`src/rtl/uart_lrx_pkg.sv`:
```
package uart_lrx_pkg;

    localparam int WORD_W = 8;

    typedef enum logic [2:0] {
        ST_IDLE,
        ST_START,
        ST_DATA,
        ST_PAR,
        ST_STOP,
        ST_STOP2,
        ST_HOLD
    } rx_state_e;

    typedef struct packed {
        logic       par_force;
        logic       par_even;
        logic       par_en;
        logic       long_stop;
        logic [1:0] len;
    } rx_cfg_t;

    typedef struct packed {
        logic [WORD_W-1:0] data;
        logic              par_err;
        logic              frm_err;
        logic              brk;
        logic              par_bit;
    } rx_result_t;

    function automatic rx_cfg_t decode_lcr(input logic [5:0] v);
        rx_cfg_t c;
        c.len       = v[1:0];
        c.long_stop = v[2];
        c.par_en    = v[3];
        c.par_even  = v[4];
        c.par_force = v[5];
        return c;
    endfunction

    // index of the last data bit: 4..7 for 5..8 bit words
    function automatic logic [2:0] last_bit_idx(input logic [1:0] len);
        return {1'b0, len} + 3'd4;
    endfunction

endpackage

```
`src/rtl/uart_lrx_sync.sv`:
```
module uart_lrx_sync #(
    parameter int STAGES = 2
) (
    input  logic clk,
    input  logic rst,
    input  logic d_i,
    output logic q_o
);
    logic [STAGES-1:0] chain_q;

    always_ff @(posedge clk) begin
        if (rst) begin
            chain_q <= '1;
        end else begin
            chain_q <= {chain_q[STAGES-2:0], d_i};
        end
    end

    assign q_o = chain_q[STAGES-1];
endmodule

```
`src/rtl/uart_lrx_parity.sv`:
```
module uart_lrx_parity
    import uart_lrx_pkg::*;
(
    input  logic              par_en_i,
    input  logic              par_even_i,
    input  logic              par_force_i,
    input  logic [WORD_W-1:0] data_i,
    input  logic              rx_par_i,
    output logic              par_err_o
);
    logic ones_odd;
    logic expect_bit;

    always_comb begin
        ones_odd = ^data_i;
        if (par_force_i) begin
            expect_bit = ~par_even_i;
        end else if (par_even_i) begin
            expect_bit = ones_odd;
        end else begin
            expect_bit = ~ones_odd;
        end
        par_err_o = par_en_i & (rx_par_i != expect_bit);
    end
endmodule

```
`src/rtl/uart_lrx_fsm.sv`:
```
module uart_lrx_fsm
    import uart_lrx_pkg::*;
#(
    parameter int OSR = 16
) (
    input  logic       clk,
    input  logic       rst,
    input  logic       tick_i,
    input  logic       rx_s_i,
    input  logic [5:0] lcr_i,
    output logic       valid_o,
    output rx_result_t res_o
);
    localparam int CW = $clog2(OSR);
    localparam logic [CW-1:0] MID_CNT  = CW'(OSR / 2 - 1);
    localparam logic [CW-1:0] LAST_CNT = CW'(OSR - 1);
    localparam logic [CW-1:0] LONG_CNT = CW'((OSR * 3) / 4 - 1);

    rx_state_e         state_q;
    logic [CW-1:0]     cnt_q;
    logic [2:0]        idx_q;
    logic [WORD_W-1:0] shreg_q;
    rx_cfg_t           cfg_q;
    logic              par_q;
    logic              all_low_q;
    logic              valid_q;
    rx_result_t        res_q;
    logic              perr_w;

    uart_lrx_parity u_par (
        .par_en_i   (cfg_q.par_en),
        .par_even_i (cfg_q.par_even),
        .par_force_i(cfg_q.par_force),
        .data_i     (shreg_q),
        .rx_par_i   (par_q),
        .par_err_o  (perr_w)
    );

    logic sample_pt;
    always_comb begin
        unique case (state_q)
            ST_START: sample_pt = tick_i && (cnt_q == MID_CNT);
            ST_STOP2: sample_pt = tick_i && (cnt_q == LONG_CNT);
            default:  sample_pt = tick_i && (cnt_q == LAST_CNT);
        endcase
    end

    always_ff @(posedge clk) begin
        if (rst) begin
            state_q   <= ST_IDLE;
            cnt_q     <= '0;
            idx_q     <= '0;
            shreg_q   <= '0;
            cfg_q     <= '0;
            par_q     <= 1'b0;
            all_low_q <= 1'b0;
            valid_q   <= 1'b0;
            res_q     <= '0;
        end else begin
            valid_q <= 1'b0;
            res_q   <= '0;
            if (tick_i && state_q != ST_IDLE && state_q != ST_HOLD) begin
                cnt_q <= sample_pt ? '0 : cnt_q + 1'b1;
            end
            unique case (state_q)
                ST_IDLE: begin
                    if (tick_i && !rx_s_i) begin
                        state_q <= ST_START;
                        cnt_q   <= '0;
                    end
                end
                ST_START: begin
                    if (sample_pt) begin
                        if (!rx_s_i) begin
                            state_q   <= ST_DATA;
                            idx_q     <= '0;
                            shreg_q   <= '0;
                            par_q     <= 1'b0;
                            all_low_q <= 1'b1;
                            cfg_q     <= decode_lcr(lcr_i);
                        end else begin
                            state_q <= ST_IDLE;
                        end
                    end
                end
                ST_DATA: begin
                    if (sample_pt) begin
                        shreg_q[idx_q] <= rx_s_i;
                        all_low_q      <= all_low_q & ~rx_s_i;
                        if (idx_q == last_bit_idx(cfg_q.len)) begin
                            state_q <= cfg_q.par_en ? ST_PAR : ST_STOP;
                        end else begin
                            idx_q <= idx_q + 3'd1;
                        end
                    end
                end
                ST_PAR: begin
                    if (sample_pt) begin
                        par_q     <= rx_s_i;
                        all_low_q <= all_low_q & ~rx_s_i;
                        state_q   <= ST_STOP;
                    end
                end
                ST_STOP: begin
                    if (sample_pt) begin
                        if (!rx_s_i) begin
                            valid_q       <= 1'b1;
                            res_q.data    <= shreg_q;
                            res_q.frm_err <= 1'b1;
                            res_q.brk     <= all_low_q;
                            res_q.par_err <= perr_w & ~all_low_q;
                            res_q.par_bit <= par_q;
                            state_q       <= all_low_q ? ST_HOLD : ST_IDLE;
                        end else if (cfg_q.long_stop && cfg_q.len == 2'b00) begin
                            state_q <= ST_STOP2;
                        end else begin
                            valid_q       <= 1'b1;
                            res_q.data    <= shreg_q;
                            res_q.par_err <= perr_w;
                            res_q.par_bit <= par_q;
                            state_q       <= ST_IDLE;
                        end
                    end
                end
                ST_STOP2: begin
                    if (sample_pt) begin
                        valid_q       <= 1'b1;
                        res_q.data    <= shreg_q;
                        res_q.frm_err <= ~rx_s_i;
                        res_q.par_err <= perr_w;
                        res_q.par_bit <= par_q;
                        state_q       <= ST_IDLE;
                    end
                end
                ST_HOLD: begin
                    if (rx_s_i) begin
                        state_q <= ST_IDLE;
                    end
                end
                default: state_q <= ST_IDLE;
            endcase
        end
    end

    assign valid_o = valid_q;
    assign res_o   = res_q;

    // strobe never lasts two clocks
    p_strobe_pulse_r10: assert property (@(posedge clk) disable iff (rst)
        valid_q |=> !valid_q);

    // bits above the configured length stay zero
    p_zero_ext_r1: assert property (@(posedge clk) disable iff (rst)
        valid_q |-> ((res_q.data >> (5 + int'(cfg_q.len))) == '0));

    // no parity slot means no parity result
    p_no_parity_r2: assert property (@(posedge clk) disable iff (rst)
        (valid_q && !cfg_q.par_en) |-> (!res_q.par_err && !res_q.par_bit));

    // forced mode flags an error exactly when the bit equals control bit 4
    p_forced_r4: assert property (@(posedge clk) disable iff (rst)
        (valid_q && cfg_q.par_en && cfg_q.par_force && !res_q.brk)
            |-> (res_q.par_err == (res_q.par_bit == cfg_q.par_even)));

    // after a break no word is reported while the line stays low
    p_hold_quiet_r9: assert property (@(posedge clk) disable iff (rst)
        (state_q == ST_HOLD) |=> !valid_q);
endmodule

```
`src/rtl/uart_line_rx.sv`:
```
module uart_line_rx
    import uart_lrx_pkg::*;
#(
    parameter int OSR         = 16,
    parameter int SYNC_STAGES = 2
) (
    input  logic              clk,
    input  logic              rst,
    input  logic              rx_i,
    input  logic              tick_i,
    input  logic [5:0]        lcr_i,
    output logic              rx_valid_o,
    output logic [WORD_W-1:0] rx_data_o,
    output logic              parity_err_o,
    output logic              frame_err_o,
    output logic              break_o,
    output logic              parity_bit_o
);
    logic       rx_s;
    rx_result_t res;

    uart_lrx_sync #(.STAGES(SYNC_STAGES)) u_sync (
        .clk(clk),
        .rst(rst),
        .d_i(rx_i),
        .q_o(rx_s)
    );

    uart_lrx_fsm #(.OSR(OSR)) u_fsm (
        .clk    (clk),
        .rst    (rst),
        .tick_i (tick_i),
        .rx_s_i (rx_s),
        .lcr_i  (lcr_i),
        .valid_o(rx_valid_o),
        .res_o  (res)
    );

    assign rx_data_o    = res.data;
    assign parity_err_o = res.par_err;
    assign frame_err_o  = res.frm_err;
    assign break_o      = res.brk;
    assign parity_bit_o = res.par_bit;

    // outputs quiet between strobes
    p_quiet_between_r10: assert property (@(posedge clk) disable iff (rst)
        !rx_valid_o |-> (rx_data_o == '0 && !parity_err_o && !frame_err_o
                         && !break_o && !parity_bit_o));

    // a break is always a framing error with a zero word
    p_break_fe_r9: assert property (@(posedge clk) disable iff (rst)
        break_o |-> (frame_err_o && rx_data_o == '0 && !parity_err_o));
endmodule

```
`config.mk`:
```
export PLATFORM = sky130hd
export DESIGN_NAME = uart_line_rx
export DESIGN_NICKNAME = d
export VERILOG_FILES = /design/src/rtl/uart_lrx_pkg.sv /design/src/rtl/uart_lrx_sync.sv /design/src/rtl/uart_lrx_parity.sv /design/src/rtl/uart_lrx_fsm.sv /design/src/rtl/uart_line_rx.sv
export SDC_FILE = /design/constraint.sdc
export NUM_CORES = 1
export LEC_CHECK = 0
export ABC_AREA = 0
export BUFFER_PORTS_ARGS = -buffer_cell sky130_fd_sc_hd__buf_4
export CAP_MARGIN = 20
export CELL_PAD_IN_SITES_DETAIL_PLACEMENT = 1
export CELL_PAD_IN_SITES_GLOBAL_PLACEMENT = 1
export CORE_ASPECT_RATIO = 0.6
export CORE_MARGIN = 3
export CORE_UTILIZATION = 47
export DETAILED_ROUTE_END_ITERATION = 10
export PLACE_DENSITY = 0.89
export SYNTH_ARGS = -nofsm -noshare
export SYNTH_HDL_FRONTEND = slang
export SYNTH_SLANG_ARGS = --single-unit
```
`constraint.sdc`:
```
create_clock -name clk -period 4.9 [get_ports clk]
set_input_delay 0.98 -clock clk [delete_from_list [all_inputs] [get_ports clk]]
set_output_delay 0.98 -clock clk [all_outputs]
set_load 0.01 [all_outputs]
```
==> flow_metrics.env, run 1 <==
export IMPL_grt_util_all_layers=0.229
export IMPL_yosysWarnings=0
export IMPL_max_freq_ghz=0.411
export IMPL_portBuffers=22
export IMPL_coreArea_sq_um=3890
export IMPL_critPathSlowestCell="dfxtp_1"
export IMPL_fin_setup_tns_ps=0
export IMPL_cts_tree="yes"
export IMPL_synthArstFlopShare=0
export IMPL_antenna_found_initial=0
export IMPL_grt_max_degree=19
export IMPL_required_ps=5110
export IMPL_status="completed"
export IMPL_synth_top_cell_by_area="dfxtp_1"
export IMPL_gp_congestion=0.906
export IMPL_drv_slew=0
export IMPL_vdd_drop_max_mv=0.328
export IMPL_dp_hpwl_um=3820
export IMPL_vias=1784
export IMPL_max_stage_delay_ps=710
export IMPL_clkTransAtPathRegs_ps=80
export IMPL_ys_top_cells_by_area="dfxtp_1 41%, nor2_1 3.5%, mux2i_1 3.5%, o311ai_0 3.5%, xnor2_1 3.5%"
export IMPL_placedInstanceArea_sq_um=2190
export IMPL_ys_ff_latch=41
export IMPL_drv_cap=0
export IMPL_syn_to_final_growth_pct=15.0
export IMPL_cts_hold_buf=0
export IMPL_wl_per_cell_um=18.9
export IMPL_drc=0
export IMPL_grt_pass1_wl_um=9280
export IMPL_timing_hold_ws_ps=432
export IMPL_synth_seq_area_share=0.406
export IMPL_fin_util=0.597
export IMPL_power_leakage_nw=0.890
export IMPL_wirelength_um=5620
export IMPL_fill_cells=460
export IMPL_clock_sinks=41
export IMPL_finalCritPeriodShare=0.497
export IMPL_vias_per_cell=6.01
export IMPL_cp_cell_sequence="nor3b_2 > a21o_1 > nand2_2 > or4_4 > o31ai_1"
export IMPL_crit_fanout=18
export IMPL_insertedDiodeCount=0
export IMPL_start_util=0.519
export IMPL_worstPathArrival_ps=2650
export IMPL_ant_nets=0
export IMPL_grt_pass1_vias=1767
export IMPL_end_kind="flip-flop"
export IMPL_synth_avg_cell_area_sq_um=8.91
export IMPL_io_pins=23
export IMPL_htree_levels=2
export IMPL_firstDrtPassIters=4
export IMPL_first_iter_violations=156
export IMPL_pwr_density_cell_nw_per_um2=393
export IMPL_crit_type="reg2reg"
export IMPL_post_cts_buffers=0
export IMPL_drive_gt1_frac=0.175
export IMPL_cts_buffers=5
export IMPL_synthFlopType="dfxtp_1"
export IMPL_cts_path_max_buffers=2
export IMPL_period_minus_slack_ps=2440
export IMPL_syn_area_sq_um=2020
export IMPL_relSlewSlack=0.539
export IMPL_ctsResizeCount=0
export IMPL_dieWidth_um=90.7
export IMPL_grt_overflow_total=0
export IMPL_synth_cells=227
export IMPL_clock_skew_ps=4.20
export IMPL_synth_edf_count=0
export IMPL_hp_class="reg2reg"
export IMPL_setup_viol=0
export IMPL_finalNetCount=251
export IMPL_rsz0062_at_grt="no"
export IMPL_clkLatencyLatePin_ps=300
export IMPL_hold_viol=0
export IMPL_fp_row_count=17
export IMPL_die_y_um=56.8
export IMPL_fin_area_sq_um=2320
export IMPL_yosysTopAreaCellShare=0.406
export IMPL_tightest_slew_ps=685
export IMPL_die_area_sq_um=5150
export IMPL_cp_start_kind="flip-flop"
export IMPL_synth_distinct_cells=52
export IMPL_synthesis_nets=239
export IMPL_cts_root_buffer="clkbuf_8"
==> cells by family (layout without fill, tap and decap cells) <==
logic type / after synthesis / count (layout) / synth area share
and+or+nand+nor: 87 / 87 / 0.237
AOI/OAI and AO/OA: 55 / 55 / 0.207
DFF: 41 / 41 / 0.406
buffers and inverters: 23 / 36 / 0.0514
xor gates and xnor gates: 12 / 12 / 0.0520
muxes: 7 / 7 / 0.0347
adders and majority gates: 2 / 2 / 0.0124
==> per-stage QoR <==
stage                     power (W)  std cells  setup slack [ps]
after floorplan            0.000534        227              2590
after global placement     0.000572        289              2300
after detailed placement   0.000581        289              2200
after CTS                  0.000908        297              2480
after global routing       0.000952        297              2270
final                      0.000914        297              2460
==> routing by layer <==
| metal | part of all wire | vias to the layer above | track usage |
|---|---|---|---|
| met2 | 0.43 | 73 | 0.353 |
| met5 | 0 | - | 0 |
| met1 | 0.48 | 856 | 0.317 |
| met4 | 0.010 | 0 | 0.0632 |
| met3 | 0.074 | 7 | 0.0576 |
| li1 | - | 848 | - |
==> final timing paths <==
kind	from	to	slack [ps]	cells after the start
worst min-delay path	u_sync.chain_q[0]	u_sync.chain_q[1]	430	1
worst max-delay path	u_fsm.state_q[0]	u_fsm.shreg_q[1]	2460	5
worst max register to register	u_fsm.state_q[0]	u_fsm.shreg_q[1]	2460	5
worst min register to register	u_sync.chain_q[0]	u_sync.chain_q[1]	430	1
==> cell type report <==
type,count,area [sq um],share of cell area
clock buffer,5,68.8,0.0296
clock inverter,3,68.8,0.0296
inverter,5,18.8,0.00807
multi-input combinational,163,1100,0.475
sequential,41,821,0.353
tap,57,71.3,0.0307
timing repair buffer,23,173,0.0743
==> cell usage in the layout (no fill, tap or decap), types with 2 or more instances in the layout <==
cell	netlist	final
a21o_1	2	2
a21oi_1	11	11
a311oi_1	2	2
a31oi_1	5	5
a32oi_1	2	2
and2_1	11	11
and3_1	2	2
buf_4	0	23
bufinv_16	0	2
clkbuf_8	0	5
dfxtp_1	41	41
ha_1	2	2
inv_1	5	5
mux2i_1	7	7
nand2_1	16	16
nand2b_1	3	3
nand3_1	4	4
nand3b_1	2	2
nand4_1	2	2
nor2_1	19	19
nor2b_1	7	7
nor3_1	5	5
nor4_1	2	2
o211ai_1	2	2
o21ai_0	7	7
o311ai_0	8	8
o31ai_1	4	4
o41ai_1	2	2
or2_2	2	2
or3_1	2	2
xnor2_1	8	8
xor2_1	4	4
==> power by group <==
group | switching, W | internal (W)
Clock | 0.000128 | 0.000205
Combinational | 0.000113 | 0.0000748
Sequential | 0.0000467 | 0.000347
Total | 0.000287 | 0.000627
==> critical path, delay by kind of cell (launching register included) <==
| kind | cells | cell delay [ps] |
|---|---|---|
| AOI/OAI and AO/OA | 2 | 470 |
| and+or+nand+nor | 3 | 1170 |
| DFF | 1 | 710 |
==> sequential cells by signal, summed over array words and instances (netlist names) <==
signal and count:
u_fsm.cfg_q 6, u_sync.chain_q 2, u_fsm.res_o 12, u_fsm.valid_o 1, u_fsm.state_q 3, u_fsm.par_q 1, u_fsm.idx_q 3, u_fsm.shreg_q 8
u_fsm.cnt_q 4, u_fsm.all_low_q 1
==> Yosys cell counts, drive strengths merged (5+ instances only) <==
library cell,count
dfxtp,41
nor2,19
nand2,17
clkbuf,14
a21oi,11
and2,11
o311ai,8
xnor2,8
mux2i,7
nor2b,7
o21ai,7
a31oi,5
inv,5
nor3,5
(Power assumes the default switching activity.)
==> inputs of run 2 (changes only) <==
--- a/config.mk
+++ b/config.mk
@@ -5,16 +5,16 @@
 export SDC_FILE = /design/constraint.sdc
 export NUM_CORES = 1
 export LEC_CHECK = 0
-export ABC_AREA = 0
+export ABC_AREA = 1
 export BUFFER_PORTS_ARGS = -buffer_cell sky130_fd_sc_hd__buf_4
 export CAP_MARGIN = 20
 export CELL_PAD_IN_SITES_DETAIL_PLACEMENT = 1
 export CELL_PAD_IN_SITES_GLOBAL_PLACEMENT = 1
 export CORE_ASPECT_RATIO = 0.6
 export CORE_MARGIN = 3
-export CORE_UTILIZATION = 47
+export CORE_UTILIZATION = 41
 export DETAILED_ROUTE_END_ITERATION = 10
-export PLACE_DENSITY = 0.89
+export PLACE_DENSITY = 0.84
 export SYNTH_ARGS = -nofsm -noshare
 export SYNTH_HDL_FRONTEND = slang
 export SYNTH_SLANG_ARGS = --single-unit
==> constraint.sdc (replaced) <==
create_clock -name clk -period 2.5 [get_ports clk]
set_input_delay 0.5 -clock clk [delete_from_list [all_inputs] [get_ports clk]]
set_output_delay 0.5 -clock clk [all_outputs]
set_load 0.01 [all_outputs]
==> flow_metrics.env, run 2 <==
export IMPL_grt_util_all_layers=0.217
export IMPL_dp_hpwl_um=4670
export IMPL_power_leakage_nw=0.984
export IMPL_final_cell_mix="76 x nand2_1, 41 x dfxtp_1, 37 x nor2_1"
export IMPL_wl_per_cell_um=15.4
export IMPL_final_common_cell="nand2_1"
export IMPL_die_area_sq_um=6080
export IMPL_yosysWarnings=0
export IMPL_ant_nets=0
export IMPL_setup_viol=0
export IMPL_vdd_drop_max_mv=0.339
export IMPL_end_kind="flip-flop"
export IMPL_yosysTopAreaCellShare=0.388
export IMPL_finalNetCount=345
export IMPL_first_iter_violations=137
export IMPL_required_ps=2670
export IMPL_cts_path_max_buffers=2
export IMPL_largest_reg_flops=12
export IMPL_fp_row_count=19
export IMPL_fin_setup_tns_ps=0
export IMPL_post_cts_buffers=0
export IMPL_drv_slew=0
export IMPL_antenna_found_initial=0
export IMPL_gp_congestion=1.02
export IMPL_clock_sinks=41
export IMPL_ctsResizeCount=0
export IMPL_drv_cap=0
export IMPL_fin_total_pwr_w=0.00186
export IMPL_hp_class="in2reg"
export IMPL_synthFlopType="dfxtp_1"
export IMPL_start_util=0.442
export IMPL_ys_top_cells_by_area="dfxtp_1 39%, nand2_1 13%, nor2_1 6.6%, a21oi_1 5.9%, inv_1 5.9%"
export IMPL_synthSimpleGateAreaFrac=0.369
export IMPL_synth_edf_count=0
export IMPL_yosysMostFrequentCell="nand2_1"
export IMPL_synth_top_cell_by_area="dfxtp_1"
export IMPL_period_minus_slack_ps=2180
export IMPL_grt_pass1_vias=1993
export IMPL_cts_buffers=5
export IMPL_synthArstFlopShare=0
export IMPL_status="completed"
export IMPL_firstDrtPassIters=4
export IMPL_synth_mux_area_frac=0
export IMPL_worstPathArrival_ps=2360
export IMPL_cp_start_kind="flip-flop"
export IMPL_dieWidth_um=98.7
export IMPL_synth_compound_area_frac=0.120
export IMPL_synth_avg_cell_area_sq_um=6.75
export IMPL_worst_slack_ps=316
export IMPL_crit_type="reg2reg"
export IMPL_syn_area_sq_um=2110
export IMPL_crit_fanout=16
export IMPL_dpl_worst_slack_ps=387
export IMPL_syn_to_final_growth_pct=14.2
export IMPL_synthesis_nets=325
export IMPL_htree_levels=2
export IMPL_synth_xor_area_frac=0.0207
export IMPL_grt_max_degree=17
export IMPL_insertedDiodeCount=0
export IMPL_drc=0
export IMPL_die_y_um=61.6
export IMPL_drive_gt1_frac=0.153
export IMPL_reg2reg_depth=9
export IMPL_finalCritPeriodShare=0.873
export IMPL_grt_overflow_total=0
export IMPL_clkLatencyLatePin_ps=300
export IMPL_synth_seq_area_share=0.388
export IMPL_synth_fa_ha_area_frac=0.0118
export IMPL_cts_tree="yes"
export IMPL_vias=2057
export IMPL_synth_cells=313
export IMPL_ys_ff_latch=41
export IMPL_min_delay_path_depth=2
export IMPL_vias_per_cell=5.18
export IMPL_hold_viol=0
export IMPL_pwr_density_cell_nw_per_um2=770
export IMPL_cts_root_buffer="clkbuf_8"
export IMPL_rsz0062_at_grt="no"
export IMPL_clock_skew_ps=7.09
export IMPL_tightest_slew_ps=492
export IMPL_cts_hold_buf=0
export IMPL_io_pins=23
export IMPL_max_freq_ghz=0.458
export IMPL_wirelength_um=6130
export IMPL_relSlewSlack=0.669
export IMPL_clkTransAtPathRegs_ps=80
export IMPL_coreArea_sq_um=4780
export IMPL_yosys_top_cells_count="76 x nand2_1, 41 x dfxtp_1, 37 x nor2_1"
export IMPL_synth_top_family_by_area="simple AND/OR/NAND/NOR gates"
export IMPL_grt_pass1_wl_um=10200
export IMPL_portBuffers=22
export IMPL_synth_distinct_cells=31
## run 2: changes by cell type after synthesis, sizes merged, moves of 11 or more
cell and change:
a21oi +15, o21ai +11, nor2 +21, nand2 +59, nand3 +18, inv +33
## run 2: path summary, 6_finish.rpt
check / start / end / slack (ps)
min reg2reg: u_sync.chain_q[0] / u_sync.chain_q[1] / 440
max: u_fsm.state_q[2] / u_fsm.cfg_q[5] / 320
min: rx_i / u_sync.chain_q[0] / 390
max reg2reg: u_fsm.state_q[2] / u_fsm.cfg_q[5] / 320
## run 2: logic make-up (layout without fill, tap and decap cells)
family | after synthesis | after routing
and+or+nand+nor | 170 | 170
DFF | 41 | 41
adders and majority gates | 2 | 2
buffers and inverters | 48 | 69
xor gates and xnor gates | 5 | 5
AOI/OAI and AO/OA | 47 | 47
## run 2: layout make-up
class | instances | area (sq um)
clock buffer | 6 | 82.6
clock inverter | 2 | 13.8
fill | 648 | 2370
inverter | 38 | 143
multi-input combinational | 224 | 1100
sequential | 41 | 821
tap | 63 | 78.8
timing repair buffer | 23 | 173
## run 2: metal layers
layer  vias up  routed length [um]  track usage
met3         7                 457       0.0543
met1       946                3270        0.317
met5         -                   0            0
li1       1046                   -            -
met2        58                2350        0.323
met4         0                  57       0.0467
## run 2: where the power goes
group | switching [W] | internal (W)
registers | 0.0000705 | 0.000693
clock network | 0.000240 | 0.000224
logic | 0.000433 | 0.000197
## run 2: worst max-delay path, cell delays in order (launching register included)
cell and delay (ps):
dfxtp_1 510, inv_1 120, nand3_1 210, inv_2 90, nand2_1 130, nand3_4 230, nor2_2 240, inv_1 220
o21ai_0 240, a21oi_1 70
## run 2: metrics by stage
step            util  cells  hold WS, ps  area (sq um)
2_1_floorplan      -    313          389          2110
3_3_place_gp   0.485    389          392          2320
3_5_place_dp   0.485    389          418          2320
4_1_cts        0.505    397          389          2410
5_1_grt        0.505    397          392          2410
6_report       0.505    397          389          2410
